==> config.mk <==
export PLATFORM = sky130hd
export DESIGN_NAME = nand_port_ctrl
export DESIGN_NICKNAME = d
export VERILOG_FILES = /design/src/rtl/nfc_pkg.sv /design/src/rtl/nfc_sync.sv /design/src/rtl/nfc_regs.sv /design/src/rtl/nfc_strobe_seq.sv /design/src/rtl/nand_port_ctrl.sv
export SDC_FILE = /design/constraint.sdc
export NUM_CORES = 1
export LEC_CHECK = 0
export BUFFER_PORTS_ARGS = -buffer_cell sky130_fd_sc_hd__buf_2
export CAP_MARGIN = 40
export CORE_MARGIN = 10
export CORE_UTILIZATION = 45
export DETAILED_ROUTE_END_ITERATION = 12
export GPL_TIMING_DRIVEN = 0
export MAX_ROUTING_LAYER = met4
export PLACE_DENSITY = 0.79
export SYNTH_ARGS = -nofsm -noshare
export SYNTH_HDL_FRONTEND = slang
export SYNTH_SLANG_ARGS = --single-unit
==> constraint.sdc <==
create_clock -name clk -period 4.2 [get_ports clk]
set_input_delay 0.21 -clock clk [delete_from_list [all_inputs] [get_ports clk]]
set_output_delay 0.21 -clock clk [all_outputs]
set_load 0.01 [all_outputs]
==> src/rtl/nfc_pkg.sv <==
package nfc_pkg;
  localparam int CTRL_WAIT_LSB = 0;
  localparam int CTRL_EN_BIT   = 4;
  localparam int CTRL_CS_LSB   = 8;
  localparam int CTRL_WP_BIT   = 11;
  localparam int PIN_CLE_BIT   = 0;
  localparam int PIN_ALE_BIT   = 1;
  localparam int PIN_RDY_BIT   = 8;

  typedef enum logic [2:0] {
    ST_IDLE     = 3'd0,
    ST_RD_ACT   = 3'd1,
    ST_RD_DONE  = 3'd2,
    ST_WR_SETUP = 3'd3,
    ST_WR_ACT   = 3'd4,
    ST_WR_DONE  = 3'd5,
    ST_REG_DONE = 3'd6
  } seq_state_e;
endpackage

==> src/rtl/nfc_sync.sv <==
module nfc_sync #(
  parameter int  STAGES = 2,
  parameter logic RST_VAL = 1'b0
) (
  input  logic clk,
  input  logic rst_n,
  input  logic d,
  output logic q
);
  logic [STAGES-1:0] chain_q;
  logic [STAGES-1:0] chain_d;

  always_comb begin
    chain_d = {chain_q[STAGES-2:0], d};
  end

  always_ff @(posedge clk or negedge rst_n) begin
    if (!rst_n) chain_q <= {STAGES{RST_VAL}};
    else        chain_q <= chain_d;
  end

  assign q = chain_q[STAGES-1];
endmodule

==> src/rtl/nfc_regs.sv <==
module nfc_regs
  import nfc_pkg::*;
#(
  parameter int ADDR_W = 32,
  parameter int DATA_W = 16,
  parameter int WAIT_W = 4,
  parameter int CS_N   = 2,
  parameter logic [ADDR_W-1:0] CTRL_ADDR = 'h01FF_8820,
  parameter logic [ADDR_W-1:0] PIN_ADDR  = 'h01FF_8828
) (
  input  logic              clk,
  input  logic              rst_n,
  input  logic              wr_en,
  input  logic [ADDR_W-1:0] addr,
  input  logic [DATA_W-1:0] wdata,
  input  logic              rdy_sync,
  output logic [DATA_W-1:0] rd_val,
  output logic [WAIT_W-1:0] wait_cfg,
  output logic              nand_en,
  output logic [CS_N-1:0]   cs_n,
  output logic              wp_n,
  output logic              cle,
  output logic              ale
);
  logic [WAIT_W-1:0] wait_q, wait_d;
  logic              en_q, en_d;
  logic [CS_N-1:0]   cs_q, cs_d;
  logic              wp_q, wp_d;
  logic              cle_q, cle_d;
  logic              ale_q, ale_d;
  logic              hit_ctrl, hit_pin;

  assign hit_ctrl = (addr == CTRL_ADDR);
  assign hit_pin  = (addr == PIN_ADDR);

  always_comb begin
    wait_d = wait_q;
    en_d   = en_q;
    cs_d   = cs_q;
    wp_d   = wp_q;
    cle_d  = cle_q;
    ale_d  = ale_q;
    if (wr_en && hit_ctrl) begin
      wait_d = wdata[CTRL_WAIT_LSB +: WAIT_W];
      en_d   = wdata[CTRL_EN_BIT];
      cs_d   = wdata[CTRL_CS_LSB +: CS_N];
      wp_d   = wdata[CTRL_WP_BIT];
    end
    if (wr_en && hit_pin) begin
      cle_d = wdata[PIN_CLE_BIT];
      ale_d = wdata[PIN_ALE_BIT];
    end
  end

  always_ff @(posedge clk or negedge rst_n) begin
    if (!rst_n) begin
      wait_q <= '0;
      en_q   <= 1'b0;
      cs_q   <= '1;
      wp_q   <= 1'b0;
      cle_q  <= 1'b0;
      ale_q  <= 1'b0;
    end else if (wr_en) begin
      wait_q <= wait_d;
      en_q   <= en_d;
      cs_q   <= cs_d;
      wp_q   <= wp_d;
      cle_q  <= cle_d;
      ale_q  <= ale_d;
    end
  end

  always_comb begin
    rd_val = '0;
    if (hit_ctrl) begin
      rd_val[CTRL_WAIT_LSB +: WAIT_W] = wait_q;
      rd_val[CTRL_EN_BIT]             = en_q;
      rd_val[CTRL_CS_LSB +: CS_N]     = cs_q;
      rd_val[CTRL_WP_BIT]             = wp_q;
    end else if (hit_pin) begin
      rd_val[PIN_CLE_BIT] = cle_q;
      rd_val[PIN_ALE_BIT] = ale_q;
      rd_val[PIN_RDY_BIT] = rdy_sync;
    end
  end

  assign wait_cfg = wait_q;
  assign nand_en  = en_q;
  assign cs_n     = cs_q;
  assign wp_n     = wp_q;
  assign cle      = cle_q;
  assign ale      = ale_q;
endmodule

==> src/rtl/nfc_strobe_seq.sv <==
module nfc_strobe_seq
  import nfc_pkg::*;
#(
  parameter int DATA_W = 16,
  parameter int WAIT_W = 4
) (
  input  logic              clk,
  input  logic              rst_n,
  input  logic              req,
  input  logic              we,
  input  logic              is_port,
  input  logic              nand_en,
  input  logic [WAIT_W-1:0] wait_cfg,
  input  logic [DATA_W-1:0] wdata,
  input  logic [DATA_W-1:0] reg_rdata,
  input  logic [DATA_W-1:0] flash_din,
  output logic              accept,
  output logic              ack,
  output logic [DATA_W-1:0] rdata,
  output logic              rd_n,
  output logic              wr_n,
  output logic              dq_oe,
  output logic [DATA_W-1:0] dq_out
);
  seq_state_e        state_q, state_d;
  logic [WAIT_W-1:0] cnt_q, cnt_d;
  logic [DATA_W-1:0] rdata_q, rdata_d;
  logic [DATA_W-1:0] wdat_q, wdat_d;
  logic              strobe_go;

  assign accept    = (state_q == ST_IDLE) && req;
  assign strobe_go = is_port && nand_en;

  always_comb begin
    state_d = state_q;
    cnt_d   = cnt_q;
    rdata_d = rdata_q;
    wdat_d  = wdat_q;
    unique case (state_q)
      ST_IDLE: begin
        if (req) begin
          if (strobe_go && !we) begin
            state_d = ST_RD_ACT;
            cnt_d   = wait_cfg;
          end else if (strobe_go && we) begin
            state_d = ST_WR_SETUP;
            cnt_d   = wait_cfg;
            wdat_d  = wdata;
          end else begin
            state_d = ST_REG_DONE;
            rdata_d = we ? rdata_q : reg_rdata;
          end
        end
      end
      ST_RD_ACT: begin
        if (cnt_q == '0) begin
          state_d = ST_RD_DONE;
          rdata_d = flash_din;
        end else begin
          cnt_d = cnt_q - 1'b1;
        end
      end
      ST_WR_SETUP: state_d = ST_WR_ACT;
      ST_WR_ACT: begin
        if (cnt_q == '0) state_d = ST_WR_DONE;
        else             cnt_d   = cnt_q - 1'b1;
      end
      ST_RD_DONE, ST_WR_DONE, ST_REG_DONE: state_d = ST_IDLE;
      default: state_d = ST_IDLE;
    endcase
  end

  always_ff @(posedge clk or negedge rst_n) begin
    if (!rst_n) begin
      state_q <= ST_IDLE;
      cnt_q   <= '0;
      rdata_q <= '0;
      wdat_q  <= '0;
    end else begin
      state_q <= state_d;
      cnt_q   <= cnt_d;
      rdata_q <= rdata_d;
      wdat_q  <= wdat_d;
    end
  end

  assign ack    = (state_q == ST_RD_DONE) || (state_q == ST_WR_DONE) ||
                  (state_q == ST_REG_DONE);
  assign rd_n   = (state_q != ST_RD_ACT);
  assign wr_n   = (state_q != ST_WR_ACT);
  assign dq_oe  = (state_q == ST_WR_SETUP) || (state_q == ST_WR_ACT) ||
                  (state_q == ST_WR_DONE);
  assign dq_out = wdat_q;
  assign rdata  = rdata_q;
endmodule

==> src/rtl/nand_port_ctrl.sv <==
module nand_port_ctrl #(
  parameter int ADDR_W = 32,
  parameter int DATA_W = 16,
  parameter int WAIT_W = 4,
  parameter int CS_N   = 2,
  parameter logic [ADDR_W-1:0] CTRL_ADDR = 'h01FF_8820,
  parameter logic [ADDR_W-1:0] PORT_ADDR = 'h01FF_8824,
  parameter logic [ADDR_W-1:0] PIN_ADDR  = 'h01FF_8828
) (
  input  logic              clk,
  input  logic              rst_n,
  input  logic              bus_req,
  input  logic              bus_we,
  input  logic [ADDR_W-1:0] bus_addr,
  input  logic [DATA_W-1:0] bus_wdata,
  output logic [DATA_W-1:0] bus_rdata,
  output logic              bus_ack,
  output logic              flash_rd_n,
  output logic              flash_wr_n,
  output logic [CS_N-1:0]   flash_ce_n,
  output logic              flash_wp_n,
  output logic              flash_cle,
  output logic              flash_ale,
  input  logic              flash_rdy,
  input  logic [DATA_W-1:0] flash_dq_in,
  output logic [DATA_W-1:0] flash_dq_out,
  output logic              flash_dq_oe
);
  logic              rst_n_s;
  logic              rdy_sync;
  logic              accept;
  logic              nand_en;
  logic [WAIT_W-1:0] wait_cfg;
  logic [DATA_W-1:0] reg_rdata;
  logic              is_port;

  nfc_sync #(.STAGES(2), .RST_VAL(1'b0)) u_rst_sync (
    .clk(clk), .rst_n(rst_n), .d(1'b1), .q(rst_n_s)
  );

  nfc_sync #(.STAGES(2), .RST_VAL(1'b0)) u_rdy_sync (
    .clk(clk), .rst_n(rst_n_s), .d(flash_rdy), .q(rdy_sync)
  );

  assign is_port = (bus_addr == PORT_ADDR);

  nfc_regs #(
    .ADDR_W(ADDR_W), .DATA_W(DATA_W), .WAIT_W(WAIT_W), .CS_N(CS_N),
    .CTRL_ADDR(CTRL_ADDR), .PIN_ADDR(PIN_ADDR)
  ) u_regs (
    .clk(clk), .rst_n(rst_n_s),
    .wr_en(accept && bus_we),
    .addr(bus_addr), .wdata(bus_wdata), .rdy_sync(rdy_sync),
    .rd_val(reg_rdata), .wait_cfg(wait_cfg), .nand_en(nand_en),
    .cs_n(flash_ce_n), .wp_n(flash_wp_n), .cle(flash_cle), .ale(flash_ale)
  );

  nfc_strobe_seq #(.DATA_W(DATA_W), .WAIT_W(WAIT_W)) u_seq (
    .clk(clk), .rst_n(rst_n_s),
    .req(bus_req), .we(bus_we), .is_port(is_port),
    .nand_en(nand_en), .wait_cfg(wait_cfg),
    .wdata(bus_wdata), .reg_rdata(reg_rdata), .flash_din(flash_dq_in),
    .accept(accept), .ack(bus_ack), .rdata(bus_rdata),
    .rd_n(flash_rd_n), .wr_n(flash_wr_n),
    .dq_oe(flash_dq_oe), .dq_out(flash_dq_out)
  );
endmodule

==> metrics.yaml, run 1 <==
floorplanning:
  initial_core_util: 0.459
  coreArea_mm2: 0.00547
  dieArea_mm2: 0.00897
  io_pins: 110
  fp-row-count: 27
  die_h_um: 94.7
  die_w_um: 94.7
critical_path:
  r2r-end: "u_seq.rdata[11]$_DFFE_PN0P_"
  crit_type: "reg -> reg"
  rr_worst_depth: 7
  r2r_slack_ns: 1.60
  cp_max_fo: 10
  start_kind: "flop"
  critPathLaunch: "u_seq.state_q[1]$_DFFE_PN0P_"
  rr_startpoint: "u_seq.state_q[1]$_DFFE_PN0P_"
  arrival_ns: 2.79
  end_kind: "flop"
  setup.worst_path.end: "u_seq.rdata[11]$_DFFE_PN0P_"
  required_ns: 4.39
clock_network:
  cts_resized: 0
  cts_hold_buf: 2
  cts_buffers: 5
  tritoncts: "done"
  cts-root-buf: "clkbuf_8"
  clock_latency_ns: 0.31
  ctsLongestPathBuffers: 2
  h-tree-depth: 2
  clkTransAtPathRegs_ns: 0.10
  cts_sinks: 53
  cts_setup_buffers: 0
sta:
  relSlewSlack: 0.498
  tightest_slew_ns: 0.751
  slew_viol_final: 0
  fin_skew_ns: 0.0104
  fin_crit_ns: 2.60
  fmax_ghz: 0.385
  setup_viol: 0
  hold_violations: 0
  period_share: 0.619
  setup_tns_ns: 0
  rsz0062_at_grt: "false"
drt:
  via_per_inst: 5.26
  ant_nets: 0
  routed_wl_um: 6690
  drc: 0
  firstDrtPassIters: 4
  via_count: 2097
  drtIter0Drc: 90
  avgRoutedWirePerCell_um: 16.8
power_and_ir_drop:
  power.density_mw_per_mm2: 506
  p_leak_nw: 1.73
  peakVddDrop_uv: 209
worst_hold_path:
  hold_class: "in -> reg"
global_route:
  grt_util_all_layers: 0.154
  antenna_found_initial: 0
  grt_max_degree: 30
  grt-ovfl-total: 0
  grt_pass1_vias: 2260
  grt_pass1_wl_um: 10600
finish:
  n_antenna_cell: 0
  final_cells: 399
  area_delta_synth_final_pct: 30.1
  drive_gt1_frac: 0.514
  final_nets: 396
  design_area_mm2: 0.00327
synthesis:
  synth_nets: 278
  syn_inst: 208
  ys_seq_elements: 53
  postSynthAreaPerCell_um2: 12.1
  yosysWarningCount: 0
  syn_area_mm2: 0.00251
  ys_types: 49
  synth_top_area_frac: 0.508
  synth_top_area_cell: "dfrtp_1"
  seq_area_frac_synth: 0.529
  synth_area_leaders: "dfrtp_1, mux2_2, mux2_4"
place:
  placed_cell_area_mm2: 0.00316
  place_hpwl_um: 5410
  placed_cells: 389
  port_buffers: 108
  gp_congestion: 0.848
run_status:
  status: "finished clean"
run:
  maxCapViolations: 0
[layer usage]
metal	GRT usage	routed length [µm]	vias to the layer above
met3	0.0508	493	8
met2	0.247	3330	74
li1	-	-	996
met4	0.0461	75	0
met5	-	0	-
met1	0.180	2790	1019
[metrics by stage]
step           setup WS [ns]  utilization  power, W  hold slack (ns)
4_1_cts                 1.59        0.597   0.00167            0.116
5_1_grt                 1.34        0.597   0.00177            0.105
3_3_place_gp            1.67        0.574   0.00135         -0.00323
3_5_place_dp            1.61        0.578   0.00138          0.00183
6_report                1.60        0.597   0.00165            0.126
2_1_floorplan           2.02            -   0.00114          -0.0856
[sequential cells by signal, summed over array words and instances, names as in the netlist]
name,cells
u_rdy_sync.chain_q,2
u_regs.cle,1
u_regs.wp_n,1
u_regs.nand_en,1
u_seq.dq_out,16
u_seq.rdata,16
u_seq.cnt_q,4
u_regs.wait_cfg,4
u_seq.state_q,3
u_rst_sync.chain_q,2
u_regs.ale,1
u_regs.cs_n,2
[worst max-delay path: stages (launching register included)]
cell and delay (ns):
dfrtp_1 0.37, clkbuf_1 0.20, nor3b_1 0.66, inv_1 0.19, nor2_2 0.45, a21oi_4 0.12
buf_2 0.22, mux2_2 0.28
[where the power goes]
part / leakage (nW) / total, W / switching, W / internal, W
Clock: 0.0385 / 0.000285 / 0.000166 / 0.000118
Combinational: 0.982 / 0.000673 / 0.000361 / 0.000312
Sequential: 0.707 / 0.000695 / 0.0000736 / 0.000621
Total: 1.73 / 0.00165 / 0.000601 / 0.00105
[worst min-delay path by stage]
stage / cells past startpoint / start / endpoint / slack, ns
after floorplan: 0 / rst_n / u_rst_sync.chain_q[0]$_DFF_PN0_ / -0.09
after global placement: 1 / rst_n / u_rst_sync.chain_q[0]$_DFF_PN0_ / -0.003
after detailed placement: 1 / rst_n / u_rst_sync.chain_q[0]$_DFF_PN0_ / 0.002
after CTS: 2 / flash_dq_in[12] / u_seq.rdata[12]$_DFFE_PN0P_ / 0.12
after global routing: 2 / flash_dq_in[12] / u_seq.rdata[12]$_DFFE_PN0P_ / 0.11
final: 2 / bus_wdata[6] / u_seq.dq_out[6]$_DFFE_PN0P_ / 0.13
[cells by family (layout without fill, tap and decap cells)]
family / Yosys count / count (layout) / synth area share
and+or+nand+nor: 55 / 55 / 0.135
DFF: 53 / 53 / 0.529
AOI/OAI and AO/OA: 41 / 41 / 0.115
muxes: 38 / 38 / 0.181
buffers and inverters: 19 / 138 / 0.0339
adders and majority gates: 1 / 1 / 0.00498
other: 1 / 1 / 0.00149
[cell type report]
type	count	area [µm²]
plain buffers	8	43.8
clock buffers	7	76.3
clock inverters	1	7.51
fillers	490	2210
inverters	11	41.3
multi-input cells	136	1100
flip-flops and latches	53	1330
well taps	72	90.1
repair buffers	111	581
[cell usage in the layout (no fill, tap or decap), types with 2 or more instances in the layout]
master / count
buf_2: 110
dfrtp_1: 50
mux2_2: 27
nand2_1: 14
o21ai_0: 14
inv_1: 11
mux2_4: 8
a22o_1: 8
nor2_1: 7
nand3_1: 7
clkbuf_1: 6
clkbuf_8: 5
a21oi_1: 4
nor4bb_1: 3
nor3_1: 3
mux2i_1: 3
o31ai_1: 3
nor3b_1: 2
nor4_1: 2
nand4_1: 2
nor2_2: 2
a2bb2oi_1: 2
dlygate4sd3_1: 2
dfstp_2: 2
[synth_stat cells, drive strengths merged]
master,count
dfrtp,51
mux2,35
nand2,15
o21ai,14
inv,11
nor2,9
a22o,8
nand3,8
a21oi,5
buf,4
clkbuf,4
mux2i,3
nor3,3
nor4bb,3
o31ai,3
a2bb2oi,2
dfstp,2
nand4,2
nor3b,2
nor4,2
nor4b,2
or4,2
a211oi,1
a21boi,1
a21o,1
a31o,1
a31oi,1
and2,1
and3,1
and4,1
conb,1
ha,1
nand4bb,1
o211ai,1
o221a,1
o22ai,1
o32ai,1
or2,1
or3,1
or4b,1
No activity file was read; power rests on OpenSTA's default activity.
==> run 2, diff against run 1 <==
- CORE_UTILIZATION: 45 -> 43
- clock period: 4.2 -> 2.3 ns (I/O delays scaled with it)
==> metrics.yaml, run 2 (same netlist as run 1, synthesis figures left out) <==
global_route:
  grt_max_degree: 39  # +30%
  antenna_found_initial: 0  # unchanged
  grt_util_all_layers: 0.149  # -0.00550
  grt_pass1_wl_um: 10500  # -0.90%
  grt-ovfl-total: 0  # unchanged
  grt_pass1_vias: 2217  # -1.9%
finish:
  final_common_cell: "buf_2"
  final_core_util: 0.591  # -0.00524
  n_antenna_cell: 0  # unchanged
  final_cell_mix: "buf_2, dfrtp_1, mux2_2, nand2_1, o21ai_0"
  num-fill-cells: 496  # +1.2%
  drive_gt1_frac: 0.526  # +0.0122
  final_cells: 399  # unchanged
  design_area_mm2: 0.00330  # +0.96%
  area_delta_synth_final_pct: 31.4
  final_nets: 396  # unchanged
floorplanning:
  coreArea_mm2: 0.00557  # +1.9%
  io_pins: 110  # unchanged
  die_h_um: 96.4  # +1.8%
  fp-row-count: 27  # unchanged
  die_w_um: 96.4  # +1.8%
  initial_core_util: 0.450  # -0.00834
  dieArea_mm2: 0.00929  # +3.7%
power_and_ir_drop:
  power.density_mw_per_mm2: 931  # +84%
  peakVddDrop_uv: 427  # +100%
  p_leak_nw: 1.74  # +0.48%
critical_path:
  end_kind: "flop"
  cpMaxStageDelayCell: "or4_4"
  start_kind: "flop"
  required_ns: 2.51  # -1.88 ns
  critPathMaxStageDelay_ns: 0.47  # -0.19 ns
  crit_type: "reg -> reg"
  arrival_ns: 2.48  # -0.31 ns
  r2r_slack_ns: 0.02  # -1.58 ns
  cp_max_fo: 10  # unchanged
  path_cells: "clkbuf_1 -> nor3_2 -> nand3_1 -> or4_4 -> buf_6 -> mux2_4"
drt:
  firstDrtPassIters: 4  # unchanged
  avgRoutedWirePerCell_um: 16.7  # -0.33%
  via_per_inst: 5.10  # -3.0%
  via_count: 2034  # -3.0%
  routed_wl_um: 6670  # -0.33%
  drc: 0  # unchanged
  ant_nets: 0  # unchanged
  drtIter0Drc: 98  # +8.9%
place:
  placed_cells: 389  # unchanged
  gp_congestion: 0.814  # -4.0%
  port_buffers: 108  # unchanged
  place_hpwl_um: 5430  # +0.38%
  placed_cell_area_mm2: 0.00316  # unchanged
sta:
  fmax_ghz: 0.439  # +14%
  hold_slack_ns: 0.0211  # -0.105 ns
  period_share: 0.990  # +0.371
  slew_viol_final: 0  # unchanged
  hold_violations: 0  # unchanged
  fin_skew_ns: 0.00489  # -0.00554 ns
  setup_tns_ns: 0  # unchanged
  rsz0062_at_grt: "true"
  fin_crit_ns: 2.28  # -0.322 ns
  setup_viol: 0  # unchanged
run:
  maxCapViolations: 0  # unchanged
clock_network:
  cts_buffers: 5  # unchanged
  clock_latency_ns: 0.31  # about the same
  clkTransAtPathRegs_ns: 0.10  # about the same
  tritoncts: "done"
  h-tree-depth: 2  # unchanged
  ctsLongestPathBuffers: 2  # unchanged
  cts_sinks: 53  # unchanged
  cts-root-buf: "clkbuf_8"
run_status:
  status: "finished clean"
worst_hold_path:
  hold_class: "in -> reg"
## run 2: worst max-delay path, delay by kind of cell (launching register included)
| kind | cells | cell delay [ns] |
|---|---|---|
| AND/OR/NAND/NOR | 3 | 1.12 |
| buffers and inverters | 2 | 0.38 |
| flip-flops | 1 | 0.37 |
| multiplexers | 1 | 0.30 |
## run 2: layout make-up
cell class,count,area (µm²),share of cell area
clock buffer,5,68.8,0.0209
tap,72,90.1,0.0273
multi-input combinational,136,1120,0.339
sequential,53,1330,0.403
buffer,8,43.8,0.0133
timing repair buffer,111,581,0.176
clock inverter,3,26.3,0.00797
inverter,11,41.3,0.0125
## run 2: stage by stage
stage	power [W]	setup slack, ns
global route	0.00329	-0.0630
global placement	0.00247	-0.236
detailed placement	0.00252	-0.305
finish	0.00307	0.0233
CTS	0.00310	0.0281
floorplan	0.00208	0.164
## run 2: report_power, final
part	switching, W	internal, W	total (W)
Combinational	0.000683	0.000578	0.00126
Clock	0.000331	0.000222	0.000553
Sequential	0.000123	0.00113	0.00126
## run 2: final timing paths
kind | from | endpoint | cells past startpoint
hold / removal | flash_dq_in[10] | u_seq.rdata[10]$_DFFE_PN0P_ | 2
setup reg to reg | u_seq.state_q[1]$_DFFE_PN0P_ | u_regs.wait_cfg[1]$_DFFE_PN0P_ | 6
setup / recovery | u_seq.state_q[1]$_DFFE_PN0P_ | u_regs.wait_cfg[1]$_DFFE_PN0P_ | 6
max in group asynchronous | u_rst_sync.chain_q[1]$_DFF_PN0_ | u_regs.cs_n[1]$_DFFE_PN1P_ | 1
hold reg to reg | u_rst_sync.chain_q[1]$_DFF_PN0_ | u_seq.state_q[0]$_DFFE_PN0P_ | 0
min in group asynchronous | rst_n | u_rst_sync.chain_q[1]$_DFF_PN0_ | 2
## run 2: what timing repair did
item,in CTS,in global routing
buffers inserted,0,0
endpoints found under the setup margin,35,21
hold endpoints to repair,3,0
hold buffers,2,0
gates resized for setup,5,0
## run 2: routing by layer
layer | vias up | wire (µm) | GRT usage
li1 | 992 | - | -
met1 | 964 | 2830 | 0.171
met2 | 70 | 3220 | 0.248
met3 | 8 | 559 | 0.0478
met4 | 0 | 63 | 0.0351
met5 | - | 0 | -
